[src/rtl/exc_pkg.sv]
package exc_pkg;

    localparam int SLOT_BYTES = 4;
    localparam int SLOT_SHIFT = $clog2(SLOT_BYTES);

    localparam logic [4:0] MODE_USR = 5'b10000;
    localparam logic [4:0] MODE_FIQ = 5'b10001;
    localparam logic [4:0] MODE_IRQ = 5'b10010;
    localparam logic [4:0] MODE_SVC = 5'b10011;
    localparam logic [4:0] MODE_ABT = 5'b10111;
    localparam logic [4:0] MODE_UND = 5'b11011;
    localparam logic [4:0] MODE_SYS = 5'b11111;

    // Enum value times SLOT_BYTES is the slot offset.
    typedef enum logic [2:0] {
        EXC_RESET = 3'd0,
        EXC_UNDEF = 3'd1,
        EXC_SWI   = 3'd2,
        EXC_PABT  = 3'd3,
        EXC_DABT  = 3'd4,
        EXC_RSVD  = 3'd5,
        EXC_IRQ   = 3'd6,
        EXC_FIQ   = 3'd7
    } exc_e;

    typedef struct packed {
        logic dabt;
        logic fiq;
        logic irq;
        logic pabt;
        logic undef;
        logic swi;
    } req_t;

    typedef struct packed {
        logic valid;
        exc_e cls;
    } pick_t;

    // Same layout as the status write port.
    typedef struct packed {
        logic       i_mask;
        logic       f_mask;
        logic [4:0] mode;
    } psr_t;

    function automatic logic [4:0] mode_for(exc_e cls);
        case (cls)
            EXC_UNDEF:          return MODE_UND;
            EXC_PABT, EXC_DABT: return MODE_ABT;
            EXC_IRQ:            return MODE_IRQ;
            EXC_FIQ:            return MODE_FIQ;
            default:            return MODE_SVC;
        endcase
    endfunction

    function automatic logic is_valid_mode(logic [4:0] m);
        case (m)
            MODE_USR, MODE_FIQ, MODE_IRQ, MODE_SVC,
            MODE_ABT, MODE_UND, MODE_SYS: return 1'b1;
            default:                      return 1'b0;
        endcase
    endfunction

endpackage

[src/rtl/exc_arbiter.sv]
module exc_arbiter
    import exc_pkg::*;
(
    input  req_t  req,
    input  logic  i_mask,
    input  logic  f_mask,
    output pick_t pick
);
    logic fiq_eff;
    logic irq_eff;

    assign fiq_eff = req.fiq & ~f_mask;
    assign irq_eff = req.irq & ~i_mask;

    always_comb begin
        pick = '{valid: 1'b1, cls: EXC_SWI};
        if (req.dabt)       pick.cls = EXC_DABT;
        else if (fiq_eff)   pick.cls = EXC_FIQ;
        else if (irq_eff)   pick.cls = EXC_IRQ;
        else if (req.pabt)  pick.cls = EXC_PABT;
        else if (req.undef) pick.cls = EXC_UNDEF;
        else if (req.swi)   pick.cls = EXC_SWI;
        else                pick.valid = 1'b0;
    end
endmodule

[src/rtl/exc_vector_gen.sv]
module exc_vector_gen
    import exc_pkg::*;
#(
    parameter int              ADDR_W   = 32,
    parameter logic [ADDR_W-1:0] VEC_BASE = '0
) (
    input  exc_e              cls,
    output logic [ADDR_W-1:0] vec_addr
);
    localparam int PAD_W = ADDR_W - $bits(exc_e);

    logic [ADDR_W-1:0] offset;

    assign offset   = {{PAD_W{1'b0}}, cls} << SLOT_SHIFT;
    assign vec_addr = VEC_BASE + offset;
endmodule

[src/rtl/exc_mode_reg.sv]
module exc_mode_reg
    import exc_pkg::*;
(
    input  logic  clk,
    input  logic  rst,
    input  pick_t pick,
    input  logic  wr_en,
    input  psr_t  wr_val,
    output psr_t  psr,
    output logic  redirect,
    output exc_e  redirect_cls,
    output logic  save_req
);
    logic boot_pending;
    logic wr_ok;

    assign wr_ok = wr_en && (psr.mode != MODE_USR) && is_valid_mode(wr_val.mode);

    always_ff @(posedge clk) begin
        if (rst) begin
            psr          <= '{i_mask: 1'b1, f_mask: 1'b1, mode: MODE_SVC};
            boot_pending <= 1'b1;
            redirect     <= 1'b0;
            save_req     <= 1'b0;
            redirect_cls <= EXC_RESET;
        end else begin
            boot_pending <= 1'b0;
            redirect     <= 1'b0;
            save_req     <= 1'b0;
            if (boot_pending) begin
                redirect     <= 1'b1;
                redirect_cls <= EXC_RESET;
            end else if (pick.valid) begin
                psr.mode     <= mode_for(pick.cls);
                psr.i_mask   <= 1'b1;
                if (pick.cls == EXC_FIQ) psr.f_mask <= 1'b1;
                redirect     <= 1'b1;
                save_req     <= 1'b1;
                redirect_cls <= pick.cls;
            end else if (wr_ok) begin
                psr <= wr_val;
            end
        end
    end
endmodule

[src/rtl/exc_entry_ctrl.sv]
module exc_entry_ctrl
    import exc_pkg::*;
#(
    parameter int                ADDR_W   = 32,
    parameter logic [ADDR_W-1:0] VEC_BASE = '0
) (
    input  logic              clk,
    input  logic              rst,
    input  logic              swi_req,
    input  logic              undef_req,
    input  logic              pabt_req,
    input  logic              dabt_req,
    input  logic              irq_line,
    input  logic              fiq_line,
    input  logic              sr_wr_en,
    input  logic [6:0]        sr_wr_data,
    output logic [4:0]        cur_mode,
    output logic              irq_mask,
    output logic              fiq_mask,
    output logic              redirect_valid,
    output logic [ADDR_W-1:0] redirect_addr,
    output logic              save_lr
);
    req_t  req;
    pick_t pick;
    psr_t  psr;
    exc_e  cls_q;

    assign req = '{dabt: dabt_req, fiq: fiq_line, irq: irq_line,
                   pabt: pabt_req, undef: undef_req, swi: swi_req};

    exc_arbiter u_arb (
        .req    (req),
        .i_mask (psr.i_mask),
        .f_mask (psr.f_mask),
        .pick   (pick)
    );

    exc_mode_reg u_state (
        .clk          (clk),
        .rst          (rst),
        .pick         (pick),
        .wr_en        (sr_wr_en),
        .wr_val       (psr_t'(sr_wr_data)),
        .psr          (psr),
        .redirect     (redirect_valid),
        .redirect_cls (cls_q),
        .save_req     (save_lr)
    );

    exc_vector_gen #(.ADDR_W(ADDR_W), .VEC_BASE(VEC_BASE)) u_vec (
        .cls      (cls_q),
        .vec_addr (redirect_addr)
    );

    assign cur_mode = psr.mode;
    assign irq_mask = psr.i_mask;
    assign fiq_mask = psr.f_mask;
endmodule

[config.mk]
export PLATFORM = sky130hd
export DESIGN_NAME = exc_entry_ctrl
export DESIGN_NICKNAME = d
export VERILOG_FILES = /design/src/rtl/exc_pkg.sv /design/src/rtl/exc_arbiter.sv /design/src/rtl/exc_vector_gen.sv /design/src/rtl/exc_mode_reg.sv /design/src/rtl/exc_entry_ctrl.sv
export SDC_FILE = /design/constraint.sdc
export NUM_CORES = 1
export LEC_CHECK = 0
export ABC_CLOCK_PERIOD_IN_PS = 1750
export BUFFER_PORTS_ARGS = -buffer_cell sky130_fd_sc_hd__buf_2
export CORE_UTILIZATION = 37
export DETAILED_ROUTE_END_ITERATION = 16
export GPL_TIMING_DRIVEN = 0
export PLACE_DENSITY = 0.75
export SLEW_MARGIN = 10
export SYNTH_ARGS = -nofsm -noshare
export SYNTH_HDL_FRONTEND = slang
export SYNTH_SLANG_ARGS = --single-unit
[constraint.sdc]
create_clock -name clk -period 1.75 [get_ports clk]
set_input_delay 0.4375 -clock clk [delete_from_list [all_inputs] [get_ports clk]]
set_output_delay 0.4375 -clock clk [all_outputs]
set_load 0.01 [all_outputs]
Word-level counts from Yosys, hierarchy flattened
Cells that the tools add are included.

Register bits: 13. Input bits: 16. Output and inout bits: 41. Logic and storage cells: 53.

Equality and inequality tests: 14. Muxes and demuxes: 19. Bitwise logic cells: 5. Reductions and logical operators: 8.

Operators with widths (number): $eq 5x5->1 const B (7); $pmux 4 s4 (1); $mux 7 (2); $mux 3 (4); $mux 1 (11); $eq 3x3->1 const B (3); $reduce_or 7->1 (1); $ne 5x5->1 const B (1); $reduce_or 2->1 (2); $eq 3x1->1 const B (1); $eq 3x2->1 const B (1); $not 1->1 (3); $reduce_and 3->1 (1); $and 1x1->1 (2); $logic_and 1x1->1 (2); $mux 2 (1); $ne 2x1->1 const B (1); $reduce_and 2->1 (1); $reduce_bool 2->1 (1).

Depth between registers and ports, before layout
Gate-level depths: netlist (run 1).

Depth after elaboration: 9. Mapped depth: 5. Depth with buffers taken out: 4.

Modules after synthesis
From an unflattened synthesis (run 1), not the netlist that was laid out.

Cells, all modules: 106. Area total of the unflattened synthesis: 894.6 um^2.

Modules (own cells, without submodules): exc_mode_reg (instances 1, cells an instance 63, area an instance 585.6 um^2, sequential area each 260.2 um^2); exc_vector_gen (instances 1, cells an instance 33, area an instance 244.0 um^2, sequential area each 0.0 um^2); exc_arbiter (instances 1, cells an instance 10, area an instance 65.1 um^2, sequential area each 0.0 um^2).

Least setup slack after synthesis (run 1)
OpenSTA, ideal clock, no wires.

Kind: input port to flip-flop. Start: input port swi_req. End: register u_state.psr[4] (netlist name). Library setup time: 0.127 ns. Arrival: 1.575 ns. Required time: 1.623 ns. Setup slack: 0.048 ns. Cell stages on the path: 4. Path buffers: 0. Path through: or3_4 -> nor4_4 -> a21oi_2 -> or3_1.

Cells in the longest elaborated chain, start to end: 8. Elaborated cells between the ends (all ways): 9. Those cells by class: mux: 7; reduce/logical: 2.

Ends and longest elaborated chain: from (decl) (line exc_entry_ctrl.sv:9) `input logic swi_req,`; $mux 1 * (line exc_arbiter.sv:22) `else if (req.swi) pick.cls = EXC_SWI;`; $mux 1 * (line exc_arbiter.sv:21) `else if (req.undef) pick.cls = EXC_UNDEF;`; $mux 1 * (line exc_arbiter.sv:20) `else if (req.pabt) pick.cls = EXC_PABT;`; $mux 1 * (line exc_arbiter.sv:19) `else if (irq_eff) pick.cls = EXC_IRQ;`; $mux 1 * (line exc_arbiter.sv:18) `else if (fiq_eff) pick.cls = EXC_FIQ;`; $mux 1 * (line exc_arbiter.sv:17) `if (req.dabt) pick.cls = EXC_DABT;`; $reduce_bool 2->1 (no line); $reduce_and 2->1 (no line).

Mark *: on every way between the ends. The rest lies on a longest branch, timed or not. A chain may end at the register's enable or synchronous reset.

Final worst setup path (run 1)
Start: register u_state.psr[1] (netlist name). End: register u_state.psr[4] (netlist name).

Cells in the longest elaborated chain, start to end: 5.

Ends and longest elaborated chain: $ne 5x5->1 (line exc_mode_reg.sv:17) `assign wr_ok = wr_en && (psr.mode != MODE_USR) && is_valid_mode(wr_val.mode);`; $logic_and 1x1->1 (2 in a row) (line exc_mode_reg.sv:17); $reduce_bool 2->1 (no line); $reduce_and 2->1 (no line).

Every way passes these cells.

==> results.py, run 1 <==
metrics = {
    "synth": {
        "synth.area.top_cells": "dfxtp_1 30%, buf_4 25%, mux2i_1 4.6%",
        "synth_top_area_share_pct": 29.8,
        "synth_area_per_cell_um2": 8.57,
        "ys_seq_area_share_pct": 29.8,
        "ys.flop_type": "dfxtp_1",
        "synth_cell_types": 29,
        "synth_area_um2": 875,
        "synth_edf_count": 0,
        "netlist_instances": 102,
        "async_flop_share_pct": 0,
        "synth_area_leader_cell": "dfxtp_1",
        "synth_seq_cells": 13,
        "yosysWarnings": 0,
    },
    "power_and_ir_drop": {
        "pwr-share-comb_pct": 26.7,
        "p_total_w": 0.000674,
        "clkPwrFrac_pct": 27.1,
        "peakVddDrop_v": 0.000392,
        "swShare_pct": 28.1,
        "p_seq_share_pct": 46.1,
        "p_per_area_nw_per_um2": 554,
        "power.net_switching_w": 0.000190,
        "p_int_w": 0.000484,
        "power.leakage_nw": 0.603,
    },
    "sta": {
        "hold_viol": 0,
        "finalCritPeriodShare_pct": 96.6,
        "period_needed_ns": 1.69,
        "finalSetupViolCount": 0,
        "skew_ns": 0.00283,
        "rsz0062_at_grt": "false",
        "layout_setup_ws_ns": 0.0598,
        "finalMaxSlewViolations": 0,
        "fmax_ghz": 0.592,
    },
    "floorplan": {
        "coreArea_um2": 2210,
        "die_h_um": 50.6,
        "start_util_pct": 39.5,
        "rows": 17,
        "ios": 57,
        "die_x_um": 50.6,
        "dieArea_um2": 2560,
    },
    "place": {
        "dpl.cell_count": 184,
        "gp_congestion": 0.902,
        "place_hpwl_um": 1540,
        "place_ws_ns": -0.213,
        "io_buffer_count": 26,
    },
    "drt": {
        "vias": 818,
        "firstDrtPassIters": 4,
        "drt_wl_total_um": 1890,
        "drt_iter0_drc": 20,
        "drc": 0,
        "ant_nets": 0,
        "via_per_inst": 4.28,
        "wl_per_cell_um": 9.91,
    },
    "outcome": {
        "outcome": "finished, final reports clean",
    },
    "clock_network": {
        "htree_levels": 1,
        "cts_buffers": 3,
        "clkSinkCount": 13,
        "cts_buffer_depth": 2,
        "cts_root_buf": "clkbuf_4",
        "clkTransAtPathRegs_ns": 0.07,
        "clk_latency_ns": 0.28,
        "cts_tree": "done",
    },
    "setup_path": {
        "crit_path_end_kind": "register",
        "worstSetupStartpoint": "u_state.psr[1]$_SDFFE_PP1P_",
        "cp-start-kind": "register",
        "cpPeakStageDelay_ns": 0.55,
        "critPathKind": "register to register",
        "crit_chain": "or4b_4 -> o2111ai_4 -> a21oi_4 -> or3_1",
        "crit_arrival_ns": 1.85,
        "cp_slowest_cell": "or4b_4",
        "r2r-start": "u_state.psr[1]$_SDFFE_PP1P_",
        "crit_fanout": 6,
        "required_ns": 1.91,
    },
    "finish": {
        "final_cell_mix": "32 x buf_4, 29 x conb_1, 26 x buf_2, 13 x dfxtp_1, 10 x nor2_1",
        "fin_nets": 180,
        "diodes": 0,
        "syn_to_final_growth_pct": 39.1,
        "layout_commonest_cell": "buf_4",
        "instances_no_fill": 191,
        "drive_above_1_share_pct": 41.1,
    },
    "worst_hold_path": {
        "hp-start": "rst",
        "hp-class": "input port to register",
    },
    "run": {
        "cap_violations": 0,
    },
    "global_route": {
        "grtUsageTotal_pct": 14.4,
        "grt-ovfl-total": 0,
        "grt_antenna_before_repair": 0,
        "grt_pass1_vias": 642,
        "grt_pass1_wl_um": 2660,
        "grt_max_degree": 11,
    },
}
-- flip-flops by register name, indices dropped and copies added (netlist names) --
register and count:
u_state.psr 7, u_state.redirect_cls 3, u_state.boot_pending 1, u_state.redirect 1, u_state.save_req 1
-- metal layers --
layer / GRT usage (%) / share of wire, % / wire length, µm / up-vias
li1: - / - / - / 423
met5: 0 / 0 / 0 / -
met1: 13.6 / 39 / 733 / 356
met4: 5.09 / 2.3 / 44 / 0
met3: 6.97 / 8.1 / 154 / 4
met2: 26.7 / 51 / 959 / 35
-- cell type report --
type,instances,area [µm²]
well taps,28,35.0
clock buffers,4,26.3
repair buffers,29,153
plain buffers,33,233
flip-flops and latches,13,260
multi-input cells,83,505
inverters,1,3.75
fillers,208,996
-- path summary, 6_finish.rpt --
| kind | slack [ns] | end | depth (start not counted) |
|---|---|---|---|
| max | 0.06 | u_state.psr[4]$_SDFFE_PP1P_ | 4 |
| min reg2reg | 0.48 | u_state.psr[4]$_SDFFE_PP1P_ | 1 |
| min | 0.28 | u_state.boot_pending$_DFF_P_ | 1 |
| max reg2reg | 0.06 | u_state.psr[4]$_SDFFE_PP1P_ | 4 |
-- critical path: cells and delay by family, from the launching register on --
| family | cells | cell delay [ns] |
|---|---|---|
| compound gates | 2 | 0.37 |
| flops | 1 | 0.34 |
| simple gates | 2 | 0.87 |
-- logic make-up after synthesis --
family                 after synthesis  share of synthesized area, %
buffers and inverters               34                          27.0
AND/OR/NAND/NOR                     35                          24.5
other                                1                         0.429
multiplexers                         5                          6.29
AO/OA/AOI/OAI                       14                          12.0
flip-flops                          13                          29.8
-- through the flow --
stage / utilization (%) / cell area, µm² / TNS (ns) / hold WS (ns)
3_3_place_gp: 51.8 / 1140 / -0.484 / 0.453
3_5_place_dp: 51.8 / 1140 / -0.786 / 0.445
2_1_floorplan: - / 980 / 0 / 0.465
5_1_grt: 55.0 / 1220 / 0 / 0.265
6_report: 55.0 / 1220 / 0 / 0.278
4_1_cts: 52.9 / 1170 / 0 / 0.271
-- synth_stat cells, drive strengths merged (2+ instances only) --
| cell type | count |
|---|---|
| nor3 | 5 |
| a21oi | 4 |
| nor2b | 4 |
| dfxtp | 13 |
| nand2b | 3 |
| buf | 29 |
| or3 | 4 |
| o211ai | 2 |
| nor2 | 10 |
| nor4 | 4 |
| nor4b | 2 |
| clkbuf | 4 |
| mux2i | 4 |
| o21ai | 2 |
-- timing repair --
action,4_1_cts,5_1_grt
endpoints found under the setup margin,0,3
buffers inserted,0,3
gates resized for setup,0,3
hold buffers,0,0
-- power groups by stage --
stage	Sequential [W]	Combinational, W	Clock (W)
detailed placement	0.000318	0.000167	0
global placement	0.000317	0.000164	0
finish	0.000311	0.000180	0.000183
global route	0.000312	0.000195	0.000199
floorplan	0.000322	0.000122	0
CTS	0.000311	0.000168	0.000189
(Power assumes the default switching activity.)
==> inputs of run 2 (changes only) <==
- ABC_CLOCK_PERIOD_IN_PS: 1750 -> 2000
- CORE_UTILIZATION: 37 -> 40
- PLACE_DENSITY: 0.75 -> 0.77
- clock period: 1.75 -> 2 ns (I/O delays scaled with it)
==> results.py, run 2 (synthesized netlist as in run 1, its figures left out) <==
metrics = {
    "outcome": {
        "outcome": "finished, final reports clean",
    },
    "floorplan": {
        "rows": 16,
        "coreArea_um2": 2000,
        "die_x_um": 48.8,
        "die_h_um": 48.8,
        "dieArea_um2": 2380,
        "ios": 57,
        "start_util_pct": 43.7,
    },
    "global_route": {
        "grtUsageTotal_pct": 17.0,
        "grt_max_degree": 11,
        "grt_pass1_wl_um": 3110,
        "grt-ovfl-total": 0,
        "grt_antenna_before_repair": 0,
        "grt_pass1_vias": 678,
    },
    "setup_path": {
        "cp-start-kind": "register",
        "crit_arrival_ns": 1.92,
        "required_ns": 2.16,
        "crit_fanout": 7,
        "critPathKind": "register to register",
        "crit_path_end_kind": "register",
    },
    "worst_hold_path": {
        "hp-class": "input port to register",
    },
    "place": {
        "io_buffer_count": 26,
        "place_hpwl_um": 1480,
        "gp_congestion": 0.896,
    },
    "sta": {
        "finalCritPeriodShare_pct": 88.0,
        "worst_pin_slew_ns": 0.531,
        "skew_ns": 0.00523,
        "period_needed_ns": 1.76,
        "final.setup.tns_ns": 0,
        "finalSetupViolCount": 0,
        "finalMaxSlewViolations": 0,
        "fmax_ghz": 0.568,
        "slew_headroom_pct": 64.6,
        "hold_viol": 0,
        "rsz0062_at_grt": "false",
    },
    "drt": {
        "drt_iter0_drc": 20,
        "drc": 0,
        "via_per_inst": 4.36,
        "ant_nets": 0,
        "wl_per_cell_um": 9.93,
        "firstDrtPassIters": 5,
        "drt_wl_total_um": 1860,
        "vias": 815,
    },
    "run": {
        "cap_violations": 0,
    },
    "finish": {
        "final_cell_mix": "29 x buf_4, 29 x conb_1, 26 x buf_2, 13 x dfxtp_1, 10 x nor2_1",
        "syn_to_final_growth_pct": 33.8,
        "num-fill-cells": 193,
        "top_register": "u_state.psr",
        "largest_register_ffs": 7,
        "reg.largest.list": "u_state.psr (7), u_state.redirect_cls (3)",
        "diodes": 0,
        "drive_above_1_share_pct": 39.4,
        "fin_nets": 177,
    },
    "clock_network": {
        "htree_levels": 1,
        "clkTransAtPathRegs_ns": 0.08,
        "cts_root_buf": "clkbuf_4",
        "cts_buffer_depth": 2,
        "cts_tree": "done",
        "ctsHoldBuffers": 0,
        "clk_latency_ns": 0.27,
        "clkSinkCount": 13,
        "cts_buffers": 3,
        "ctsResizeCount": 0,
        "cts_setup_buffers": 0,
    },
    "power_and_ir_drop": {
        "p_total_w": 0.000583,
        "power.leakage_nw": 0.585,
        "peakVddDrop_v": 0.000260,
        "p_per_area_nw_per_um2": 499,
    },
}
==> run 2: cell types whose count changed in the layout (fill, tap and decap cells not counted) <==
cell	delta
or4b_1	+1
o2111ai_2	+1
buf_4	-3
o2111ai_4	-1
or4b_4	-1
a21oi_4	-1
a21oi_2	+1
==> run 2: critical path: stages (launching register included) <==
cell	delay [ns]
dfxtp_1	0.35
nor2b_1	0.42
nor4_4	0.09
a21oi_2	0.44
mux2_4	0.34
==> run 2: worst paths after layout <==
check                                    from                      endpoint  slack, ns  depth (start not counted)
hold reg to reg   u_state.psr[4]$_SDFFE_PP1P_   u_state.psr[4]$_SDFFE_PP1P_       0.47                          1
setup / recovery  u_state.psr[5]$_SDFFE_PP1P_   u_state.psr[2]$_SDFFE_PP0P_       0.24                          4
setup reg to reg  u_state.psr[5]$_SDFFE_PP1P_   u_state.psr[2]$_SDFFE_PP0P_       0.24                          4
hold / removal                            rst  u_state.boot_pending$_DFF_P_       0.34                          1
==> run 2: metal layers <==
metal | up-vias | track usage (%) | wire length (µm)
met5 | - | 0 | 0
met4 | 0 | 7.35 | 19
met3 | 4 | 4.40 | 186
met2 | 49 | 27.5 | 869
met1 | 347 | 21.0 | 781
li1 | 415 | - | -
==> run 2: area by class of cell <==
class | count | area [µm²] | share of cell area, %
multi-input combinational | 83 | 483 | 41.3
sequential | 13 | 260 | 22.2
buffer | 33 | 233 | 19.9
timing repair buffer | 26 | 130 | 11.1
tap | 27 | 33.8 | 2.89
clock buffer | 4 | 26.3 | 2.25
inverter | 1 | 3.75 | 0.321
==> run 2: per-stage QoR <==
stage          util (%)  setup WS [ns]  hold WS (ns)  area (µm²)  std cells
2_1_floorplan         -          0.235         0.489         980        130
3_3_place_gp       57.1        -0.0231         0.445        1140        183
3_5_place_dp       57.1        0.00506         0.446        1140        183
4_1_cts            58.4          0.253         0.340        1170        187
5_1_grt            58.4          0.164         0.325        1170        187
6_report           58.4          0.240         0.342        1170        187
==> run 2: where the power goes <==
part	switching, W	internal, W
Sequential	0.00000391	0.000268
Combinational	0.0000763	0.0000728
Clock	0.0000856	0.0000772
Total	0.000166	0.000418
==> inputs of run 3 (changes only) <==
- ABC_AREA: unset -> 1
- PLACE_DENSITY: 0.77 -> 0.75
==> results.py, run 3 <==
metrics = {
    "outcome": {
        "outcome": "finished, final reports clean",
    },
    "finish": {
        "instances_no_fill": 210,
        "fin_nets": 199,
        "syn_to_final_growth_pct": 32.3,
        "drive_above_1_share_pct": 41.8,
        "diodes": 0,
        "top_register": "u_state.psr",
        "reg.largest.list": "u_state.psr (7), u_state.redirect_cls (3)",
        "final_cell_mix": "29 x buf_4, 29 x conb_1, 27 x buf_2, 25 x nand2_1, 13 x dfxtp_1",
        "largest_register_ffs": 7,
    },
    "floorplan": {
        "start_util_pct": 42.2,
        "coreArea_um2": 2210,
        "rows": 17,
        "die_x_um": 50.3,
        "die_h_um": 50.3,
        "dieArea_um2": 2530,
        "ios": 57,
    },
    "synth": {
        "ys_seq_area_share_pct": 27.9,
        "synth_cell_types": 23,
        "synth_commonest_cells": "29 x buf_4, 25 x nand2_1, 13 x dfxtp_1",
        "ys.flop_type": "dfxtp_1",
        "yosysWarnings": 0,
        "yosysMostFrequentCell": "buf_4",
        "synth_edf_count": 0,
        "synth_top_area_share_pct": 27.9,
        "synth.area.top_cells": "dfxtp_1 28%, buf_4 23%, nand2_1 10%",
        "async_flop_share_pct": 0,
        "synth_area_leader_cell": "dfxtp_1",
        "synth_seq_cells": 13,
        "netlist_instances": 123,
        "synth_area_per_cell_um2": 7.59,
        "synth_area_um2": 933,
    },
    "clock_network": {
        "cts_buffers": 3,
        "clkSinkCount": 13,
        "htree_levels": 1,
        "cts_buffer_depth": 2,
        "ctsHoldBuffers": 0,
        "ctsResizeCount": 0,
        "clkTransAtPathRegs_ns": 0.08,
        "cts_setup_buffers": 0,
        "clk_latency_ns": 0.27,
        "cts_tree": "done",
        "cts_root_buf": "clkbuf_4",
    },
    "place": {
        "place_hpwl_um": 1600,
        "io_buffer_count": 27,
        "gp_congestion": 0.922,
        "dpl.cell_count": 206,
    },
    "drt": {
        "ant_nets": 0,
        "firstDrtPassIters": 4,
        "vias": 895,
        "via_per_inst": 4.26,
        "drt_iter0_drc": 29,
        "drt_wl_total_um": 1890,
        "wl_per_cell_um": 8.98,
        "drc": 0,
    },
    "global_route": {
        "grt_max_degree": 8,
        "grt_pass1_vias": 787,
        "grt-ovfl-total": 0,
        "grt_pass1_wl_um": 2990,
        "grt_antenna_before_repair": 0,
        "grtUsageTotal_pct": 15.2,
    },
    "worst_hold_path": {
        "hp-start": "rst",
        "holdPathStages": 1,
        "hp-class": "input port to register",
        "hold-path-endpoint": "u_state.boot_pending$_DFF_P_",
    },
    "setup_path": {
        "crit_fanout": 3,
        "worstRegToRegCells": 8,
        "cp_slowest_cell": "dfxtp_1",
        "critPathKind": "register to primary output",
        "crit_buf_inv": 1,
        "crit_path_end_kind": "primary output",
        "ff2ff_setup_slack_ns": 0.70,
        "path_delay_family": "flip-flops",
        "cpPeakStageDelay_ns": 0.38,
        "cp-start-kind": "register",
        "reg2reg_to": "u_state.psr[5]$_SDFFE_PP1P_",
        "r2r-start": "u_state.psr[5]$_SDFFE_PP1P_",
        "crit_arrival_ns": 0.81,
        "crit_chain": "buf_2",
        "required_ns": 1.50,
    },
    "sta": {
        "finalCritPeriodShare_pct": 65.4,
        "fmax_ghz": 0.765,
        "final.setup.tns_ns": 0,
        "finalSetupViolCount": 0,
        "rsz0062_at_grt": "false",
        "skew_ns": 0.00114,
        "hold_viol": 0,
        "period_needed_ns": 1.31,
        "finalMaxSlewViolations": 0,
    },
    "power_and_ir_drop": {
        "power.leakage_nw": 0.745,
        "peakVddDrop_v": 0.000221,
        "p_total_w": 0.000618,
        "p_per_area_nw_per_um2": 500,
    },
    "run": {
        "cap_violations": 0,
    },
}
==> run 3: cell count changes after synthesis, sizes merged, moves of 2 or more <==
cell    delta
nand2     +31
inv       +12
nand3     +11
clkbuf     -4
mux2i      -4
nor2b      -4
nor3       -4
nor4       -4
or3        -4
nand2b     -3
o21ai      +3
nor4b      -2
o211ai     -2
==> run 3: metal layers <==
layer	global-route usage [%]	part of all wire, %	vias up	wire [µm]
met5	0	0	-	0
met4	4.63	0.58	0	11
met2	31.8	53	51	996
met3	1.82	8.5	2	161
li1	-	-	446	-
met1	14.9	38	396	715
==> run 3: cells by family after synthesis <==
group           after synthesis  synth area share (%)
simple gates                 56                  35.4
buf+inv                      42                  28.8
compound gates               11                  7.51
flops                        13                  27.9
other cells                   1                 0.402
==> run 3: report_power, final <==
part,total (W),internal (W),switching (W)
sequential,0.000279,0.000271,0.00000792
clock,0.000162,0.0000774,0.0000842
combinational,0.000177,0.0000794,0.0000976
total,0.000618,0.000428,0.000190
==> run 3: stage by stage <==
step	hold WS [ns]	utilization (%)	cell area, µm²	setup WS (ns)
floorplan	0.483	-	1040	0.691
global placement	0.450	54.6	1210	0.534
detailed placement	0.455	54.6	1210	0.451
CTS	0.361	55.8	1230	0.685
global route	0.362	55.8	1230	0.602
finish	0.361	55.8	1230	0.693
==> run 3: layout make-up <==
cell class                 instances  area [µm²]
buffer                            29         218
tap                               28        35.0
inverter                          13        51.3
clock buffer                       4        26.3
timing repair buffer              27         135
fill                             223         977
multi-input combinational         96         509
sequential                        13         260
==> run 3: how the worst max path moves through the flow <==
stage                                     start                          end  slack [ns]  cells past startpoint
floorplan                               swi_req  u_state.psr[5]$_SDFFE_PP1P_        0.69                      7
global placement                        swi_req  u_state.psr[5]$_SDFFE_PP1P_        0.53                      8
detailed placement                    undef_req  u_state.psr[5]$_SDFFE_PP1P_        0.45                      8
CTS                 u_state.psr[5]$_SDFFE_PP1P_  u_state.psr[5]$_SDFFE_PP1P_        0.68                      8
global route        u_state.psr[5]$_SDFFE_PP1P_  u_state.psr[5]$_SDFFE_PP1P_        0.60                      8
finish              u_state.psr[6]$_SDFFE_PP1P_                     irq_mask        0.69                      1
